**config.mk**
```make
export PLATFORM = sky130hd
export DESIGN_NAME = pwcap_timer
export DESIGN_NICKNAME = d
export VERILOG_FILES = /design/src/rtl/pwcap_pkg.sv /design/src/rtl/pwcap_edge_det.sv /design/src/rtl/pwcap_counter.sv /design/src/rtl/pwcap_ovf_flag.sv /design/src/rtl/pwcap_timer.sv
export SDC_FILE = /design/constraint.sdc
export NUM_CORES = 1
export LEC_CHECK = 0
export BUFFER_PORTS_ARGS = -buffer_cell sky130_fd_sc_hd__buf_2
export CAP_MARGIN = 20
export CORE_UTILIZATION = 56
export CTS_CLUSTER_DIAMETER = 50
export DETAILED_ROUTE_END_ITERATION = 8
export GPL_ROUTABILITY_DRIVEN = 0
export MAX_ROUTING_LAYER = met4
export PLACE_DENSITY = 0.79
export SETUP_SLACK_MARGIN = 0.15
export SLEW_MARGIN = 30
export SYNTH_ARGS = -nofsm -noshare
export SYNTH_HDL_FRONTEND = slang
export SYNTH_SLANG_ARGS = --single-unit
```
**constraint.sdc**
```tcl
create_clock -name clk -period 2.8 [get_ports clk]
set_input_delay 0 -clock clk [delete_from_list [all_inputs] [get_ports clk]]
set_output_delay 0 -clock clk [all_outputs]
set_load 0.05 [all_outputs]
```
**src/rtl/pwcap_pkg.sv**
```systemverilog
package pwcap_pkg;

  typedef enum logic [1:0] {
    EDGE_NONE = 2'b00,
    EDGE_RISE = 2'b01,
    EDGE_FALL = 2'b10,
    EDGE_ANY  = 2'b11
  } edge_mode_e;

  function automatic logic edge_hit(edge_mode_e mode, logic rise, logic fall);
    case (mode)
      EDGE_RISE: edge_hit = rise;
      EDGE_FALL: edge_hit = fall;
      EDGE_ANY:  edge_hit = rise | fall;
      default:   edge_hit = 1'b0;
    endcase
  endfunction

endpackage

```
**src/rtl/pwcap_edge_det.sv**
```systemverilog
module pwcap_edge_det #(
  parameter int SYNC_STAGES = 2
) (
  input  logic       clk,
  input  logic       rst,
  input  logic       pin_i,
  input  logic [1:0] edge_sel_i,
  output logic       hit_o
);
  import pwcap_pkg::*;

  localparam int LAST = SYNC_STAGES - 1;

  logic [LAST:0] sync_q;
  logic          prev_q;
  logic          rise;
  logic          fall;

  generate
    if (SYNC_STAGES > 1) begin : g_chain
      always_ff @(posedge clk) begin
        if (rst) sync_q <= '0;
        else     sync_q <= {sync_q[LAST-1:0], pin_i};
      end
    end else begin : g_single
      always_ff @(posedge clk) begin
        if (rst) sync_q <= '0;
        else     sync_q <= pin_i;
      end
    end
  endgenerate

  always_ff @(posedge clk) begin
    if (rst) prev_q <= 1'b0;
    else     prev_q <= sync_q[LAST];
  end

  assign rise  = sync_q[LAST] & ~prev_q;
  assign fall  = ~sync_q[LAST] & prev_q;
  assign hit_o = edge_hit(edge_mode_e'(edge_sel_i), rise, fall);

endmodule

```
**src/rtl/pwcap_counter.sv**
```systemverilog
module pwcap_counter #(
  parameter int CNT_W = 16
) (
  input  logic             clk,
  input  logic             rst,
  input  logic             run_i,
  input  logic             tick_i,
  input  logic             hit_i,
  output logic [CNT_W-1:0] cap_val_o,
  output logic             cap_pulse_o,
  output logic             ovf_pulse_o,
  output logic             wrap_o
);

  localparam logic [CNT_W-1:0] CNT_MAX = {CNT_W{1'b1}};

  logic [CNT_W-1:0] cnt_q;

  assign wrap_o = run_i & tick_i & (cnt_q == CNT_MAX);

  always_ff @(posedge clk) begin
    if (rst) begin
      cnt_q       <= '0;
      cap_val_o   <= '0;
      cap_pulse_o <= 1'b0;
      ovf_pulse_o <= 1'b0;
    end else begin
      cap_pulse_o <= 1'b0;
      ovf_pulse_o <= wrap_o;
      if (!run_i) begin
        cnt_q <= '0;
      end else if (hit_i) begin
        cap_val_o   <= cnt_q;
        cnt_q       <= '0;
        cap_pulse_o <= 1'b1;
      end else if (tick_i) begin
        cnt_q <= cnt_q + 1'b1;
      end
    end
  end

endmodule

```
**src/rtl/pwcap_ovf_flag.sv**
```systemverilog
module pwcap_ovf_flag (
  input  logic clk,
  input  logic rst,
  input  logic set_i,
  input  logic clr_i,
  output logic flag_o
);

  always_ff @(posedge clk) begin
    if (rst) flag_o <= 1'b0;
    else     flag_o <= set_i | (flag_o & ~clr_i);
  end

endmodule

```
**src/rtl/pwcap_timer.sv**
```systemverilog
module pwcap_timer #(
  parameter int CNT_W       = 16,
  parameter int SYNC_STAGES = 2
) (
  input  logic             clk,
  input  logic             rst,
  input  logic             run_i,
  input  logic [1:0]       edge_sel_i,
  input  logic             pin_i,
  input  logic             tick_i,
  input  logic             flag_clr_i,
  output logic [CNT_W-1:0] cap_val_o,
  output logic             cap_pulse_o,
  output logic             ovf_pulse_o,
  output logic             ovf_flag_o
);

  logic hit;
  logic wrap;

  pwcap_edge_det #(.SYNC_STAGES(SYNC_STAGES)) u_edge (
    .clk        (clk),
    .rst        (rst),
    .pin_i      (pin_i),
    .edge_sel_i (edge_sel_i),
    .hit_o      (hit)
  );

  pwcap_counter #(.CNT_W(CNT_W)) u_cnt (
    .clk         (clk),
    .rst         (rst),
    .run_i       (run_i),
    .tick_i      (tick_i),
    .hit_i       (hit),
    .cap_val_o   (cap_val_o),
    .cap_pulse_o (cap_pulse_o),
    .ovf_pulse_o (ovf_pulse_o),
    .wrap_o      (wrap)
  );

  pwcap_ovf_flag u_flag (
    .clk    (clk),
    .rst    (rst),
    .set_i  (wrap),
    .clr_i  (flag_clr_i),
    .flag_o (ovf_flag_o)
  );

endmodule

```
# == After elaboration in Yosys (flattened, before gate mapping) ==
# Cells that the tools add are included.
# classes
n_mux,2
n_reduce_logical,3
n_eq_ne,4
bitwise,11
n_addsub,1
# op_table
operator,n
adder 16 x 1 -> 16 bit (second input constant),1
equality test 16 bit (second input constant),1
bitwise AND 1 bit,5
equality test 2 bit (second input constant),2
inverter 1 bit,4
one-hot mux 1 bit (3 select lines),1
OR reduction 3 bit,1
equality test 2 x 1 -> 1 bit (second input constant),1
bitwise OR 1 bit,2
AND reduction 2 bit,1
OR reduction 2 bit,1
two-way mux 1 bit,1
# totals
wordCells,28
reg_bits,38
output_inout_bits,19
in_bits,8

# == Longest topological paths before layout ==
# Gate-level depths: netlist (run 1).
# logic_depth
depth_word,5
depth_mapped,8
mapped_depth_nobuf,6

# == By module ==
# Synthesis (run 1) repeated with hierarchy kept, for this count alone.
# unflattened
cells_unflattened,178
area_unflattened_um2,1540.2
# modules_own_cells
mod,cells_per_inst,area_each_um2,instances
pwcap_counter,159,1366.3,1
pwcap_edge_det,15,135.1,1
pwcap_ovf_flag,4,38.8,1

# == Worst setup path after synthesis (run 1) ==
# OpenSTA, ideal clock, no wires.
# synth_timing
path_kind,register to register
from,reg u_edge.prev_q
to,reg u_cnt.cap_val_o[10]
required_time_ns,2.728
stages_incl_launch_ff,9
slack_ns,1.094
arrival_ns,1.634
n_path_buf,2
period_less_slack_ns,1.706
path_cell_list,dfxtp_1 -> inv_1 -> ha_1 -> nor2b_1 -> o21ai_0 -> a21boi_0 -> buf_2 -> buf_2 -> mux2i_1
# synth_via
elab_chain_len,5
# synth_rtl
element,line,rtl
start: declaration,pwcap_edge_det.sv:15,logic prev_q;
start signal: assignment,pwcap_edge_det.sv:35,else prev_q <= sync_q[LAST];
inverter 1 bit,pwcap_edge_det.sv:38,assign rise = sync_q[LAST] & ~prev_q;
bitwise AND 1 bit,pwcap_edge_det.sv:38,
bitwise OR 1 bit,pwcap_pkg.sv:14,EDGE_ANY: edge_hit = rise | fall;
one-hot mux 1 bit (3 select lines) (*),pwcap_pkg.sv:11,case (mode)
AND reduction 2 bit (no source line) (*),n/a,
end signal: assignment,pwcap_counter.sv:33,cap_val_o <= cnt_q;
end: declaration,pwcap_counter.sv:9,"output logic [CNT_W-1:0] cap_val_o,"
# Every way passes the cells marked *; elsewhere a longest branch is shown, timed or not.
# A chain may end at the register's enable or synchronous reset.

# == Worst setup path in the final report (run 1) ==
# layout_timing
from,reg u_edge.prev_q
to,reg u_cnt.cap_val_o[2]
# The elaborated chain is that of the path after synthesis.

==> flow_summary.toml, run 1 <==
[synthesis]
syn_area_per_cell_um2 = 9.363
synth_top_area_frac = 0.4565
yosysWarnings = 0
synth_simple_gate_area_share = 0.2815
synth_top_family_by_area = "simple AND/OR/NAND/NOR gates"
synth_edf_count = 0
synth_adder_area_share = 0.02252
syn_area_mm2 = 0.001667
async_reset_ff_frac = 0
synthTopCellsByArea = "dfxtp_1 46%, nand2b_1 12%, mux2i_1 10%"
synthXorXnorAreaFrac = 0.05781
synth_ff_type = "dfxtp_1"
yosysMostFrequentCell = "dfxtp_1"
synth_seq_cells = 38
muxShareOfSynthArea = 0.1021
synthTopCellsByCount = "38 x dfxtp_1, 32 x nand2b_1, 17 x mux2i_1"
synth_top_area_cell = "dfxtp_1"
synth_nets = 189
ys_types = 29
ys_seq_area_frac = 0.4565
netlist_instances = 178
synth_compound_area_frac = 0.03979

[clock_tree]
clockBufferDepth = 2
clk_pin_slew_ns = 0.12
cts_root_buf = "clkbuf_4"
cts_setup_buffers = 0
cts_max_level = 2
cts_tree = "built"
clkLatencyLatePin_ns = 0.35
clock_sinks = 38
cts_buffers = 5

[worst_setup_path]
crit_path_end_kind = "flop"
crit_path_top_delay_cell = "a21boi_2"
cp.required_ns = 3.07
critPathBufInv = 2
critical_path_class = "flop to flop"
path_delay_family = "compound AO/OA/AOI/OAI gates"
max_stage_delay_ns = 0.42
worstPathCellList = "inv_1 -> ha_1 -> nor2b_1 -> o21ai_0 -> a21boi_2 -> buf_4 -> mux2i_1"
crit_fanout = 11
cp.arrival_ns = 2.21
start_kind = "flop"

[drt]
totalWireLength_um = 2901
drc = 0
drt_first_iter_violations = 41
detail_route.wl_per_cell_um = 12.24
via_per_inst = 5.122
ant_nets = 0
via_count = 1214
drt_first_pass_iters = 4

[global_routing]
grt_pass1_vias = 1046
overflow = 0
grt_max_degree = 39
antenna_found_initial = 0
grt_pass1_wl_um = 4754
grt_usage = 0.2004

[placement]
post-place-cells = 227
port_buffers = 26
hpwlAfterDp_um = 2125
place_area_mm2 = 0.001803

[layout]
finalInstanceArea_mm2 = 0.001887
final_nets = 216
n_antenna_cell = 0
area_delta_synth_final_pct = 13.21
seq_area_um2 = 760.7
fillCellCount = 243
drive_gt1_frac = 0.1893
final_util = 0.6784
final_cells = 237
multiInputGateArea_um2 = 843.3

[sta]
fmax_mhz = 516.8
fin_worst_skew_ns = 0.01475
rsz0062_at_grt = "false"
maxSlewHeadroom = 0.5612
final_hold_viol_count = 0
min_period_over_period = 0.6911
fin_tns_setup_ns = 0
setup_viol = 0
worst_pin_slew_ns = 0.6563
period_needed_ns = 1.935
maxSlewViolCount = 0

[floorplan]
dieArea_mm2 = 0.003198
die-height_um = 56.56
row_count = 19
initial_core_util = 0.5992
coreArea_mm2 = 0.002781
die_w_um = 56.56
ios = 27

[power_and_ir_drop]
ir_drop_mv = 0.3887
power.leakage_uw = 0.0006828
power_density_mw_per_mm2 = 470.9

[worst_hold_path]
hold_path_class = "input port to flop"

[status]
status = "completed"

[flow_run]
cap_viol_max_count = 0
## state kept, by name, summed over array words and instances (netlist names)
name,count
u_edge.prev_q,1
u_cnt.cap_val_o,16
u_cnt.ovf_pulse_o,1
u_cnt.cap_pulse_o,1
u_flag.flag_o,1
u_cnt.cnt_q,16
u_edge.sync_q,2
## metal layers
| layer | routed length, µm | share of wire | vias to the layer above | track usage |
|---|---|---|---|---|
| li1 | - | - | 642 | - |
| met1 | 1430 | 0.49 | 541 | 0.2657 |
| met2 | 1297 | 0.45 | 26 | 0.2824 |
| met3 | 133 | 0.046 | 5 | 0.06221 |
| met4 | 39 | 0.013 | 0 | 0.08362 |
| met5 | 0 | 0 | - | - |
## kinds of logic (layout without fill, tap and decap cells)
family | count (synthesis) | after routing
muxes | 17 | 17
and+or+nand+nor | 83 | 83
AOI/OAI and AO/OA | 11 | 11
buffers and inverters | 15 | 43
adders and majority gates | 3 | 3
DFF | 38 | 38
xor gates and xnor gates | 11 | 11
## per-stage QoR
stage / setup WS [ns] / total power (µW) / hold slack, ns
after floorplan: 1.094 / 588.8 / 0.09639
after global placement: 1.001 / 596.5 / 0.1855
after detailed placement: 0.8719 / 598.2 / 0.1983
after CTS: 0.8580 / 901.7 / 0.01594
after global routing: 0.6905 / 920.8 / 0.07443
final: 0.8650 / 888.5 / 0.04704
## final cells by class
| class | instances | area share |
|---|---|---|
| Clock inverter | 2 | 0.006631 |
| Tap cell | 31 | 0.02056 |
| Multi-Input combinational cell | 125 | 0.4469 |
| Timing Repair Buffer | 29 | 0.08355 |
| Clock buffer | 6 | 0.02719 |
| Inverter | 6 | 0.01194 |
| Sequential cell | 38 | 0.4032 |
## tightest hold or removal path, cell delays in order
cell and delay (ns):
buf_2 0.19, xnor2_1 0.09, nor2_1 0.07
## report_power, final
| group | switching, µW | internal, µW | total [µW] |
|---|---|---|---|
| Clock | 180 | 121 | 301 |
| Combinational | 21.5 | 20.5 | 42.0 |
| Sequential | 2.49 | 543 | 546 |
| Total | 204 | 685 | 889 |
## timing repair
action	in CTS	in global routing
resized for setup	0	0
endpoints found under the hold margin	2	0
hold buffers	2	0
## path summary, 6_finish.rpt
kind                                           end             start  slack (ns)  cells after the start
worst min-delay path                u_cnt.cnt_q[0]            tick_i        0.05                      3
worst min register to register    u_edge.sync_q[1]  u_edge.sync_q[0]        0.46                      1
worst max-delay path            u_cnt.cap_val_o[2]     u_edge.prev_q        0.87                      7
worst max register to register  u_cnt.cap_val_o[2]     u_edge.prev_q        0.87                      7
## cell usage in the layout (no fill, tap or decap), drive strengths merged
cell / count
clkinv: 1
and3: 1
mux2i: 17
or3: 2
buf: 27
nand4: 4
nand3b: 1
a21boi: 1
dfxtp: 38
nand2b: 32
nand2: 6
nor4: 1
dlygate4sd3: 2
clkinvlp: 1
o32ai: 1
o21ai: 3
nor2: 16
xnor2: 7
or4: 1
or2b: 1
nor2b: 6
nor3: 4
ha: 3
xor2: 4
nand3: 8
a21oi: 4
inv: 6
clkbuf: 6
a21o: 2
(Power assumes the default switching activity.)
==> inputs of run 2 (changes only) <==
--- a/config.mk
+++ b/config.mk
@@ -7,12 +7,12 @@
 export LEC_CHECK = 0
 export BUFFER_PORTS_ARGS = -buffer_cell sky130_fd_sc_hd__buf_2
 export CAP_MARGIN = 20
-export CORE_UTILIZATION = 56
+export CORE_UTILIZATION = 55
 export CTS_CLUSTER_DIAMETER = 50
 export DETAILED_ROUTE_END_ITERATION = 8
 export GPL_ROUTABILITY_DRIVEN = 0
 export MAX_ROUTING_LAYER = met4
-export PLACE_DENSITY = 0.79
+export PLACE_DENSITY = 0.78
 export SETUP_SLACK_MARGIN = 0.15
 export SLEW_MARGIN = 30
 export SYNTH_ARGS = -nofsm -noshare
==> constraint.sdc (replaced) <==
create_clock -name clk -period 1.84 [get_ports clk]
set_input_delay 0 -clock clk [delete_from_list [all_inputs] [get_ports clk]]
set_output_delay 0 -clock clk [all_outputs]
set_load 0.05 [all_outputs]
==> flow_summary.toml, run 2 (synthesis results as in run 1) <==
[status]
status = "finished, violations left"
violations = "design-rule violations"

[floorplan]
row_count = 19
coreArea_mm2 = 0.002805
die_w_um = 57.05
initial_core_util = 0.5941
die-height_um = 57.05
dieArea_mm2 = 0.003254
ios = 27

[layout]
area_delta_synth_final_pct = 20.95
final_common_cell = "nand2b_1"
final_nets = 221
top_regs = "u_cnt.cap_val_o (16), u_cnt.cnt_q (16), u_edge.sync_q (2)"
n_antenna_cell = 0
drive_gt1_frac = 0.2559
layout_common_cells = "32 x nand2b_1, 28 x dfxtp_1, 26 x buf_2"
finalInstanceArea_mm2 = 0.002016

[clock_tree]
clk_pin_slew_ns = 0.11
clock_sinks = 38
cts_buffers = 5
cts_setup_buffers = 0
cts_root_buf = "clkbuf_4"
clockBufferDepth = 2
cts_tree = "built"
clkLatencyLatePin_ns = 0.35
cts_max_level = 2

[placement]
place_area_mm2 = 0.001838
port_buffers = 26
hpwlAfterDp_um = 2082

[global_routing]
overflow = 0
grt_pass1_vias = 1121
grt_pass1_wl_um = 4912
antenna_found_initial = 0
grt_usage = 0.2023
grt_max_degree = 39

[worst_hold_path]
worstHoldPathCells = 3
hold_path_class = "input port to flop"
min_from = "tick_i"
min_to = "u_cnt.cnt_q[1]"

[drt]
via_per_inst = 5.314
drc = 8
via_count = 1286
ant_nets = 0
drt_first_iter_violations = 64
drt_first_pass_iters = 7
totalWireLength_um = 3246
detail_route.wl_per_cell_um = 13.41

[worst_setup_path]
worstReg2RegEnd = "u_cnt.cap_val_o[4]"
critical_path_class = "flop to flop"
crit_path_end_kind = "flop"
reg2reg_from = "u_edge.prev_q"
cp.arrival_ns = 1.96
r2r_slack_ns = 0.15
rr_worst_depth = 7
crit_fanout = 8
start_kind = "flop"
cp.required_ns = 2.12

[power_and_ir_drop]
power.total_uw = 1466
ir_drop_mv = 0.4716
power_density_mw_per_mm2 = 727.5
power.leakage_uw = 0.0007379

[sta]
worst_pin_slew_ns = 0.4799
min_period_over_period = 0.9165
holdWs_ns = 0.06539
fmax_mhz = 593.0
maxSlewViolCount = 0
setup_viol = 0
period_needed_ns = 1.686
fin_worst_skew_ns = 0.01253
rsz0062_at_grt = "false"
fin_tns_setup_ns = 0
final_hold_viol_count = 0
maxSlewHeadroom = 0.6801

[flow_run]
cap_viol_max_count = 0
==> run 2: metrics by stage <==
stage	utilization	setup WS [ns]	instances
global route	0.7186	0.1062	242
detailed placement	0.6552	0.2046	230
floorplan	-	0.2093	178
CTS	0.6891	0.1651	240
global placement	0.6552	0.2854	230
finish	0.7186	0.1537	242
==> run 2: layout make-up <==
| cell class | count | area (µm²) |
|---|---|---|
| Fill cell | 210 | 789.5 |
| Clock inverter | 1 | 30.03 |
| Sequential cell | 38 | 778.2 |
| Timing Repair Buffer | 34 | 242.7 |
| Tap cell | 31 | 38.79 |
| Multi-Input combinational cell | 125 | 858.3 |
| Inverter | 6 | 22.52 |
| Clock buffer | 7 | 45.04 |
==> run 2: timing repair <==
action,4_1_cts,5_1_grt
gates resized for setup,0,16
endpoints found under the setup margin,0,6
hold buffers,2,0
hold endpoints to repair,2,0
==> run 2: worst max-delay path, stage by stage, from the launching register on <==
cell and delay, ns:
dfxtp_2 0.35, inv_1 0.04, ha_1 0.29, nor2b_1 0.18
o21ai_2 0.11, a21boi_4 0.27, clkbuf_16 0.22, mux2i_1 0.17
==> run 2: how the worst max path moves through the flow <==
stage / start / to / slack [ns] / depth (start not counted)
final: u_edge.prev_q / u_cnt.cap_val_o[4] / 0.15 / 7
after floorplan: u_edge.prev_q / u_cnt.cap_val_o[10] / 0.21 / 8
after CTS: u_cnt.cnt_q[7] / u_cnt.cnt_q[13] / 0.17 / 4
after detailed placement: u_cnt.cnt_q[7] / u_cnt.cnt_q[15] / 0.20 / 4
after global placement: u_cnt.cnt_q[0] / u_cnt.cnt_q[15] / 0.29 / 4
after global routing: u_edge.prev_q / u_cnt.cap_val_o[11] / 0.11 / 7
==> run 2: report_power, final <==
group	switching (µW)	internal, µW
registers	3.40	824
clock network	271	288
logic	38.7	40.6
==> run 2: metal layers <==
metal	part of all wire	global-route usage
met1	0.47	0.2540
met2	0.47	0.3076
met3	0.054	0.06349
met4	0.0068	0.07317
met5	0	-
==> inputs of run 3 (changes only) <==
--- a/config.mk
+++ b/config.mk
@@ -5,14 +5,14 @@
 export SDC_FILE = /design/constraint.sdc
 export NUM_CORES = 1
 export LEC_CHECK = 0
+export ABC_AREA = 1
 export BUFFER_PORTS_ARGS = -buffer_cell sky130_fd_sc_hd__buf_2
 export CAP_MARGIN = 20
-export CORE_UTILIZATION = 55
+export CORE_UTILIZATION = 54
 export CTS_CLUSTER_DIAMETER = 50
 export DETAILED_ROUTE_END_ITERATION = 8
 export GPL_ROUTABILITY_DRIVEN = 0
-export MAX_ROUTING_LAYER = met4
-export PLACE_DENSITY = 0.78
+export PLACE_DENSITY = 0.77
 export SETUP_SLACK_MARGIN = 0.15
 export SLEW_MARGIN = 30
 export SYNTH_ARGS = -nofsm -noshare
==> flow_summary.toml, run 3 <==
[synthesis]
synth_top_area_cell = "dfxtp_1"
synth_edf_count = 0
syn_area_mm2 = 0.001637
synthTopCellsByCount = "50 x nand2_1, 38 x dfxtp_1, 27 x nand3_1"
synthTopCellsByArea = "dfxtp_1 46%, nand2_1 11%, nand3_1 8.3%"
synth_top_area_frac = 0.4648
synth_seq_cells = 38
synth_nets = 231
ys_types = 26
syn_area_per_cell_um2 = 7.439
yosysMostFrequentCell = "nand2_1"
yosysWarnings = 0
netlist_instances = 220
ys_seq_area_frac = 0.4648
synth_ff_type = "dfxtp_1"
async_reset_ff_frac = 0

[sta]
rsz0062_at_grt = "false"
min_period_over_period = 0.7917
period_needed_ns = 1.457
setup_viol = 0
fin_tns_setup_ns = 0
final_hold_viol_count = 0
fmax_mhz = 686.5
setup_ws_ns = 0.3832
holdWs_ns = 0.04496
maxSlewHeadroom = 0.7583
worst_pin_slew_ns = 0.3625
fin_worst_skew_ns = 0.008259
maxSlewViolCount = 0

[drt]
drt_first_pass_iters = 6
via_count = 1462
detail_route.wl_per_cell_um = 11.23
ant_nets = 0
totalWireLength_um = 3211
via_per_inst = 5.112
drc = 8
drt_first_iter_violations = 71

[placement]
hpwlAfterDp_um = 2289
post-place-cells = 271
dp_slack_ns = 0.2724
port_buffers = 26

[power_and_ir_drop]
swShare = 0.2101
clkPwrFrac = 0.375
power.leakage_uw = 0.0007536
p_sw_uw = 303.1
ir_drop_mv = 0.6605
intPower_uw = 1140
power_frac_comb = 0.050
power_density_mw_per_mm2 = 758.1
p_seq_frac = 0.575

[layout]
top_regs = "u_cnt.cap_val_o (16), u_cnt.cnt_q (16), u_edge.sync_q (2)"
final_common_cell = "nand2_1"
layout_common_cells = "50 x nand2_1, 38 x dfxtp_1, 27 x nand3_1"
n_antenna_cell = 0
area_delta_synth_final_pct = 16.28
final_nets = 265
drive_gt1_frac = 0.1922
final_cells = 286
final_util = 0.6784

[clock_tree]
clkLatencyLatePin_ns = 0.34
cts_max_level = 2
clock_sinks = 38
clk_pin_slew_ns = 0.11
cts_tree = "built"
cts_root_buf = "clkbuf_4"
cts_buffers = 5
clockBufferDepth = 2
ctsResizeCount = 0

[floorplan]
coreArea_mm2 = 0.002805
dieArea_mm2 = 0.003255
initial_core_util = 0.5834
die_w_um = 57.05
die-height_um = 57.05
row_count = 19
ios = 27

[status]
status = "finished, violations left"
violations = "design-rule violations"

[worst_setup_path]
rr_worst_depth = 8
crit_fanout = 9
crit_path_end_kind = "flop"
max_stage_delay_ns = 0.34
path_delay_family = "flip-flops"
worstPathCellList = "inv_1 -> ha_1 -> inv_1 -> nand3_1 -> nand3_4 -> buf_4 -> nand3_1 -> a21oi_1"
r2r_slack_ns = 0.38
start_kind = "flop"
cp.required_ns = 2.11
critPathBufInv = 3
cp.depth = 8
critical_path_class = "flop to flop"
crit_path_top_delay_cell = "dfxtp_1"
cp.arrival_ns = 1.73

[worst_hold_path]
hold_path_class = "input port to flop"
worstHoldPathCells = 2

[global_routing]
overflow = 0
antenna_found_initial = 0
grt_pass1_wl_um = 5313
grt_pass1_vias = 1254
grt_max_degree = 21
grt_usage = 0.2141

[flow_run]
cap_viol_max_count = 0
-- run 3: changes by cell type in the layout (fill, tap and decap cells not counted), sizes merged, moves of 15 or more --
cell and change:
mux2i -17, nand2b -32, inv +18, nor2 +15, nand2 +45, nand3 +21
a21oi +20
-- run 3: what timing repair did --
action,4_1_cts,5_1_grt
buffers inserted,0,3
hold endpoints to repair,3,0
hold buffers,3,0
setup endpoints to repair,0,8
-- run 3: per-layer routing --
metal  vias to the layer above  share of wire  global-route usage  wire (µm)
met5                         -              0                   0          0
met4                         0          0.016             0.08362         51
met2                        43           0.42              0.3227       1353
met1                       633           0.50              0.2812       1611
li1                        781              -                   -          -
met3                         5          0.060             0.07710        194
-- run 3: area by class of cell --
class / instances / area [µm²]
inverters: 24 / 90.09
clock buffers: 7 / 45.04
fillers: 266 / 902.1
multi-input cells: 153 / 755.7
repair buffers: 32 / 182.7
flip-flops and latches: 38 / 760.7
well taps: 31 / 38.79
clock inverters: 1 / 30.03
-- run 3: worst reg2reg max path: stages (launching register included) --
cell and delay [ns]:
dfxtp_1 0.34, inv_1 0.04, ha_1 0.28, inv_1 0.05
nand3_1 0.10, nand3_4 0.15, buf_4 0.18, nand3_1 0.08
a21oi_1 0.17
-- run 3: final timing paths --
path,start,endpoint
worst max register to register,u_edge.prev_q,u_cnt.cap_val_o[2]
worst max-delay path,u_edge.prev_q,u_cnt.cap_val_o[2]
worst min-delay path,rst,u_edge.sync_q[0]
worst min register to register,u_edge.sync_q[0],u_edge.sync_q[1]
-- run 3: cell families after synthesis --
kind of cell,count (synthesis),share of synthesized area
AOI/OAI and AO/OA,28,0.08639
xor gates and xnor gates,2,0.01071
adders and majority gates,3,0.02294
buffers and inverters,30,0.07722
DFF,38,0.4648
and+or+nand+nor,119,0.3379
-- run 3: power by group through the flow --
stage / Clock, µW / Combinational [µW] / Sequential, µW
after global routing: 586 / 81.2 / 831
after floorplan: 0 / 45.3 / 850
after detailed placement: 0 / 60.8 / 849
after global placement: 0 / 60.2 / 849
after CTS: 557 / 65.9 / 830
final: 541 / 72.1 / 830
-- run 3: through the flow --
stage / cell area (µm²) / total power [µW]
3_3_place_gp: 1769 / 908.8
5_1_grt: 1903 / 1497
4_1_cts: 1874 / 1453
6_report: 1903 / 1443
3_5_place_dp: 1769 / 909.5
2_1_floorplan: 1637 / 895.0
